[src/rtl/rfrp_pkg.sv]
package rfrp_pkg;

    typedef enum logic [1:0] {
        LOC_FILE = 2'b00,
        LOC_ROB  = 2'b01,
        LOC_WAIT = 2'b10,
        LOC_NONE = 2'b11
    } src_loc_e;

    typedef enum logic {
        PH_LEAD = 1'b0,
        PH_TAIL = 1'b1
    } phase_e;

    function automatic int ceil_div(int a, int b);
        return (a + b - 1) / b;
    endfunction

endpackage

[src/rtl/rfrp_src_filter.sv]
module rfrp_src_filter
    import rfrp_pkg::*;
#(
    parameter int NUM_UOPS = 3,
    localparam int NSRC = 2 * NUM_UOPS
) (
    input  logic [NUM_UOPS-1:0] uop_valid,
    input  logic [2*NSRC-1:0]   src_loc,
    output logic [NSRC-1:0]     need
);

    // a source needs a port only if it lives in the committed file
    for (genvar s = 0; s < NSRC; s++) begin : g_src
        assign need[s] = uop_valid[s/2] &&
                         (src_loc_e'(src_loc[2*s +: 2]) == LOC_FILE);
    end

endmodule

[src/rtl/rfrp_dedup_rank.sv]
module rfrp_dedup_rank
    import rfrp_pkg::*;
#(
    parameter int NUM_UOPS  = 3,
    parameter int NUM_PORTS = 2,
    parameter int REG_W     = 4,
    localparam int NSRC   = 2 * NUM_UOPS,
    localparam int CNT_W  = $clog2(NSRC + 1),
    localparam int MAXB   = ceil_div(NSRC, NUM_PORTS),
    localparam int BEAT_W = $clog2(MAXB + 1)
) (
    input  logic [NSRC-1:0]       need,
    input  logic [NSRC*REG_W-1:0] src_reg,
    output logic [NSRC-1:0]       first,
    output logic [NSRC*CNT_W-1:0] rank,
    output logic [BEAT_W-1:0]     total_beats
);

    logic [NSRC-1:0]  seen_before;
    logic [CNT_W-1:0] distinct;

    // an earlier committed source with the same number makes this one a repeat
    always_comb begin
        seen_before = '0;
        for (int s = 0; s < NSRC; s++) begin
            for (int t = 0; t < s; t++) begin
                if (need[t] && (src_reg[t*REG_W +: REG_W] == src_reg[s*REG_W +: REG_W])) begin
                    seen_before[s] = 1'b1;
                end
            end
        end
    end

    assign first = need & ~seen_before;

    // rank of each first occurrence = number of first occurrences ahead of it
    always_comb begin
        rank     = '0;
        distinct = '0;
        for (int s = 0; s < NSRC; s++) begin
            if (first[s]) begin
                rank[s*CNT_W +: CNT_W] = distinct;
                distinct = distinct + 1'b1;
            end
        end
    end

    always_comb begin
        if (distinct == '0) begin
            total_beats = BEAT_W'(1);
        end else begin
            total_beats = BEAT_W'(ceil_div(int'(distinct), NUM_PORTS));
        end
    end

endmodule

[src/rtl/rfrp_beat_select.sv]
module rfrp_beat_select
    import rfrp_pkg::*;
#(
    parameter int NUM_UOPS  = 3,
    parameter int NUM_PORTS = 2,
    parameter int REG_W     = 4,
    localparam int NSRC   = 2 * NUM_UOPS,
    localparam int CNT_W  = $clog2(NSRC + 1),
    localparam int MAXB   = ceil_div(NSRC, NUM_PORTS),
    localparam int BEAT_W = $clog2(MAXB + 1)
) (
    input  logic                       trip_valid,
    input  logic [BEAT_W-1:0]          beat_idx,
    input  logic [NSRC-1:0]            first,
    input  logic [NSRC*CNT_W-1:0]      rank,
    input  logic [NSRC*REG_W-1:0]      src_reg,
    output logic [NUM_PORTS-1:0]       rd_en,
    output logic [NUM_PORTS*REG_W-1:0] rd_reg
);

    // port p of beat b carries the distinct number of rank b*NUM_PORTS + p
    for (genvar p = 0; p < NUM_PORTS; p++) begin : g_port
        always_comb begin
            rd_en[p]                 = 1'b0;
            rd_reg[p*REG_W +: REG_W] = '0;
            for (int s = 0; s < NSRC; s++) begin
                if (trip_valid && first[s] &&
                    (int'(rank[s*CNT_W +: CNT_W]) == int'(beat_idx) * NUM_PORTS + p)) begin
                    rd_en[p]                 = 1'b1;
                    rd_reg[p*REG_W +: REG_W] = src_reg[s*REG_W +: REG_W];
                end
            end
        end
    end

endmodule

[src/rtl/rfrp_phase_fsm.sv]
module rfrp_phase_fsm
    import rfrp_pkg::*;
#(
    parameter int BEAT_W = 2
) (
    input  logic              clk,
    input  logic              rst_n,
    input  logic              trip_valid,
    input  logic [BEAT_W-1:0] total_beats,
    output logic [BEAT_W-1:0] beat_idx,
    output logic              trip_ready
);

    phase_e            state_q, state_d;
    logic [BEAT_W-1:0] cnt_q, cnt_d;
    logic              last_beat;

    always_ff @(posedge clk) begin
        if (!rst_n) begin
            state_q <= PH_LEAD;
            cnt_q   <= '0;
        end else begin
            state_q <= state_d;
            cnt_q   <= cnt_d;
        end
    end

    // outputs
    always_comb begin
        beat_idx   = (state_q == PH_TAIL) ? cnt_q : '0;
        last_beat  = (beat_idx == total_beats - 1'b1);
        trip_ready = !trip_valid || last_beat;
    end

    // transitions
    always_comb begin
        state_d = state_q;
        cnt_d   = cnt_q;
        unique case (state_q)
            PH_LEAD: begin
                if (trip_valid && !last_beat) begin
                    state_d = PH_TAIL;
                    cnt_d   = BEAT_W'(1);
                end
            end
            PH_TAIL: begin
                if (!trip_valid || last_beat) begin
                    state_d = PH_LEAD;
                    cnt_d   = '0;
                end else begin
                    cnt_d = cnt_q + 1'b1;
                end
            end
        endcase
    end

endmodule

[src/rtl/regread_port_arbiter.sv]
module regread_port_arbiter
    import rfrp_pkg::*;
#(
    parameter int NUM_UOPS  = 3,
    parameter int NUM_PORTS = 2,
    parameter int REG_W     = 4,
    localparam int NSRC   = 2 * NUM_UOPS,
    localparam int CNT_W  = $clog2(NSRC + 1),
    localparam int MAXB   = ceil_div(NSRC, NUM_PORTS),
    localparam int BEAT_W = $clog2(MAXB + 1)
) (
    input  logic                       clk,
    input  logic                       rst_n,
    input  logic                       trip_valid,
    output logic                       trip_ready,
    input  logic [NUM_UOPS-1:0]        uop_valid,
    input  logic [2*NSRC-1:0]          src_loc,
    input  logic [NSRC*REG_W-1:0]      src_reg,
    output logic [NUM_PORTS-1:0]       rd_en,
    output logic [NUM_PORTS*REG_W-1:0] rd_reg
);

    logic [NSRC-1:0]       need;
    logic [NSRC-1:0]       first;
    logic [NSRC*CNT_W-1:0] rank;
    logic [BEAT_W-1:0]     total_beats;
    logic [BEAT_W-1:0]     beat_idx;

    rfrp_src_filter #(
        .NUM_UOPS (NUM_UOPS)
    ) i_filter (
        .uop_valid (uop_valid),
        .src_loc   (src_loc),
        .need      (need)
    );

    rfrp_dedup_rank #(
        .NUM_UOPS  (NUM_UOPS),
        .NUM_PORTS (NUM_PORTS),
        .REG_W     (REG_W)
    ) i_dedup (
        .need        (need),
        .src_reg     (src_reg),
        .first       (first),
        .rank        (rank),
        .total_beats (total_beats)
    );

    rfrp_phase_fsm #(
        .BEAT_W (BEAT_W)
    ) i_fsm (
        .clk         (clk),
        .rst_n       (rst_n),
        .trip_valid  (trip_valid),
        .total_beats (total_beats),
        .beat_idx    (beat_idx),
        .trip_ready  (trip_ready)
    );

    rfrp_beat_select #(
        .NUM_UOPS  (NUM_UOPS),
        .NUM_PORTS (NUM_PORTS),
        .REG_W     (REG_W)
    ) i_select (
        .trip_valid (trip_valid),
        .beat_idx   (beat_idx),
        .first      (first),
        .rank       (rank),
        .src_reg    (src_reg),
        .rd_en      (rd_en),
        .rd_reg     (rd_reg)
    );

endmodule

[config.mk]
export PLATFORM = sky130hd
export DESIGN_NAME = regread_port_arbiter
export DESIGN_NICKNAME = d
export VERILOG_FILES = /design/src/rtl/rfrp_pkg.sv /design/src/rtl/rfrp_src_filter.sv /design/src/rtl/rfrp_dedup_rank.sv /design/src/rtl/rfrp_beat_select.sv /design/src/rtl/rfrp_phase_fsm.sv /design/src/rtl/regread_port_arbiter.sv
export SDC_FILE = /design/constraint.sdc
export NUM_CORES = 1
export LEC_CHECK = 0
export BUFFER_PORTS_ARGS = -buffer_cell sky130_fd_sc_hd__buf_2
export CAP_MARGIN = 0
export CELL_PAD_IN_SITES_DETAIL_PLACEMENT = 2
export CELL_PAD_IN_SITES_GLOBAL_PLACEMENT = 2
export CORE_ASPECT_RATIO = 1.25
export CORE_MARGIN = 10
export CORE_UTILIZATION = 29
export CTS_BUF_LIST = sky130_fd_sc_hd__clkbuf_8
export DETAILED_ROUTE_END_ITERATION = 12
export PLACE_DENSITY = 0.89
export REMOVE_ABC_BUFFERS = 1
export SLEW_MARGIN = 5
export SYNTH_ARGS = -nofsm -noshare
export SYNTH_HDL_FRONTEND = slang
export SYNTH_SLANG_ARGS = --single-unit
[constraint.sdc]
create_clock -name clk -period 6.3 [get_ports clk]
set_input_delay 1.26 -clock clk [delete_from_list [all_inputs] [get_ports clk]]
set_output_delay 1.26 -clock clk [all_outputs]
set_load 0.02 [all_outputs]
==> results by group <==
Logic synthesis
  – Number of synthesized register bits: 3
  – Count leader, synth: xnor2_1
  – Netlist Area Pre-Place: 2140 sq um
  – Commonest cells post-synth: xnor2_1 (47), nand2_1 (21), xor2_1 (21)
  – Post-Syn Instances: around 270
  – Yosys top cell by area: xnor2_1
  – Ys flop type: dfxtp_1
  – Distinct cell type count after synthesis: 47
  – Ys async rst share: 0%
  – Seq/Total Area, Yosys: 2.807%
  – Cells taking the most area after synthesis: xnor2_1 (19%), xor2_1 (8.6%), mux2_2 (6.8%)
  – Synth warn: 0
  – Synthesized area per cell: just under 8 sq um
  – Top cell type's share of synthesized area: 19.24%
  – Post-synth EDFFs: 0

Critical path
  – R2R Setup Slk: 3.19 ns
  – Worst Path Max Fanout: 5
  – Crit Path Class: in -> out
  – CP Capture Type: primary output
  – CP Launch Type: input pin
  – Reg2reg end: i_fsm.cnt_q[1]$_SDFFE_PN0P_
  – CP arrival: 5.56 ns
  – R2R Path Start: i_fsm.cnt_q[1]$_SDFFE_PN0P_
  – Worst reg2reg path depth: 17
  – Critical Path RT: 5.04 ns

Global route
  – Global-route wire length before repair: 16,890 um
  – GRT Overall Usage: 19.11%
  – Met1 Usage GRT: 16.60%
  – Largest net degree at the start of global routing: 12
  – Busiest layer in global routing: met2
  – Grt met3 use: 2.263%
  – GR Util met2: 40.71%
  – Initial antenna violation count: 0
  – Number of global-route vias before repair: 2,935
  – GRT overflow: 0

Drt
  – Vias per Instance: 5.443
  – Routed Antenna Nets: 0
  – Routed WL: between 10,000 and 15,000 um
  – 1st-pass router iterations: 4
  – Avg WL per Cell: approximately 28 um
  – DRC viols: 0
  – 1st-iter DRT viols: 61
  – DR vias: 2,504

Floorplanning
  – CORE AREA: roughly 7100 sq um
  – Core Rows: 34
  – Die Ht: ~120 um
  – Io pins: 53
  – Die W: 96.83 um
  – Die Area: 11,230 sq um
  – Initial Util: 30.30%

Power
  – Peak supply drop: approximately 0.12 mV
  – Leak: 0.001443 uW
  – Pwr per Cell Area: between 100 and 150 nW/um^2

Layout
  – Layout fillers: 805
  – Synthesis-to-layout area growth: 51.75%
  – Layout Cells excl Fill: 460
  – Multi-input logic area: 2087 sq um
  – Register area: 60.06 sq um
  – Diode count: 0
  – Share of cells above drive strength 1: 52.43%
  – Nets: 423

Place
  – Pre-CTS setup slack: -0.8578 ns
  – Gpl congestion: 0.8616
  – Cells after DPL: 425
  – Post-DP HPWL: 8040 um
  – Port bufs: 52

Outcome
  – Failing checks: setup timing
  – Outcome: finished with violations

Timing
  – Clock Skews: 0.004414 ns
  – Relative slew slack: 57.24%
  – Max frequency: 146.6 MHz
  – Slew @ Worst Pin: 0.6379 ns
  – Final Hold Viols: 0
  – Crit path time final: 6.821 ns
  – Worst Slack Setup Final: -0.5207 ns
  – Final Max Slew Viols: 0
  – Unrepaired setup endpoints after global routing: yes
  – Final period util: 108.3%
  – Setup violation total in the final timing report: 2

Job
  – Max-cap violations: 0

Clock tree
  – CTS Sinks: 3
  – TritonCTS clock tree: yes
  – Clock transition at path regs: approximately 0.04 ns
  – Root buffer cell: clkbuf_8
  – Max Buffers Root-to-Sink: 2
  – CTS buffer count: 3
  – Skew-Pair Late Insertion Delay: 0.23 ns
  – H-tree depth: 1

Worst hold path
  – Worst Hold Launch: i_fsm.cnt_q[0]$_SDFFE_PN0P_
  – Worst hold path endpoint: i_fsm.cnt_q[0]$_SDFFE_PN0P_
  – Worst Hold Class: reg -> reg
  – Hold Path Depth: 1
-- sequential cells by signal (all words and copies together), names as in the netlist --
register and flops:
i_fsm.cnt_q 2, i_fsm.state_q 1
-- placed cells by master (no fill, tap or decap), types with 9 or more instances in the layout --
cell type / Yosys / routed
buf_2: 7 / 45
buf_4: 10 / 58
buf_6: 7 / 19
inv_1: 9 / 9
mux2_2: 13 / 13
mux2i_1: 13 / 12
nand2_1: 21 / 20
nand4_1: 13 / 13
nor2_1: 18 / 15
xnor2_1: 47 / 47
xor2_1: 21 / 18
-- layer usage --
layer / vias to the layer above / wire length [um]
met5: - / 0
met4: 0 / 483
met3: 36 / 334
met2: 74 / 7591
li1: 1120 / -
met1: 1274 / 4480
-- metrics by stage --
stage	TNS, ns	util (%)	cell area [sq um]	total power [uW]	hold slack [ns]
after CTS	-1.158	42.29	2987	304.2	0.5580
final	-0.7749	45.98	3247	369.6	0.5792
after detailed placement	-2.623	37.08	2619	218.4	0.5511
after global routing	-1.107	45.98	3247	388.5	0.6103
after global placement	-0.5049	37.08	2619	203.1	0.5318
after floorplan	-0.1535	-	1938	122.4	0.4934
-- timing repair --
item,4_1_cts,5_1_grt
endpoints found under the setup margin,11,13
buffers inserted,30,9
hold buffers,0,0
pin swaps,16,21
gates resized for setup,22,45
-- power by group --
| part | switching [uW] | internal (uW) | total (uW) | leakage (uW) |
|---|---|---|---|---|
| clock | 17.2 | 41.9 | 59.1 | 0.0000269 |
| combinational | 151 | 135 | 286 | 0.00139 |
| sequential | 3.33 | 21.5 | 24.8 | 0.0000245 |
| total | 172 | 198 | 370 | 0.00144 |
-- critical path, stage by stage --
cell and delay (ns):
buf_6 0.10, buf_6 0.13, xor2_4 0.19, nor4_4 0.28
a21oi_2 0.12, and2_4 0.18, ha_4 0.25, ha_4 0.23
and2_4 0.14, or2_4 0.26, ha_4 0.27, nand2b_4 0.11
o31a_1 0.17, ha_1 0.26, mux2i_2 0.22, buf_4 0.18
ha_4 0.22, buf_6 0.13, nand2b_4 0.07, a21oi_2 0.03
mux2i_1 0.22, o211ai_2 0.15, a21o_1 0.23, buf_6 0.14
-- layout make-up --
class | count | share of cell area (%)
Timing Repair Buffer | 124 | 27.86
Tap cell | 90 | 3.468
Inverter | 10 | 1.156
Sequential cell | 3 | 1.850
Clock buffer | 3 | 1.272
Multi-Input combinational cell | 229 | 64.28
Clock inverter | 1 | 0.1156
-- how the worst max path moves through the flow --
stage / start / slack (ns) / endpoint / cells past startpoint
after global placement: src_reg[2] / -0.49 / trip_ready / 22
after CTS: src_reg[4] / -0.43 / trip_ready / 22
final: src_reg[2] / -0.52 / trip_ready / 24
after global routing: src_reg[2] / -0.68 / trip_ready / 24
after floorplan: src_reg[2] / -0.15 / trip_ready / 20
after detailed placement: src_reg[2] / -0.86 / trip_ready / 22
-- kinds of logic after synthesis --
family	Yosys count	share of synthesized area, %
DFF	3	2.807
and+or+nand+nor	93	24.68
adders and majority gates	10	5.848
AOI/OAI and AO/OA	23	7.895
muxes	33	17.84
xor gates and xnor gates	70	29.77
buffers and inverters	37	11.17
(Power assumes the default switching activity.)
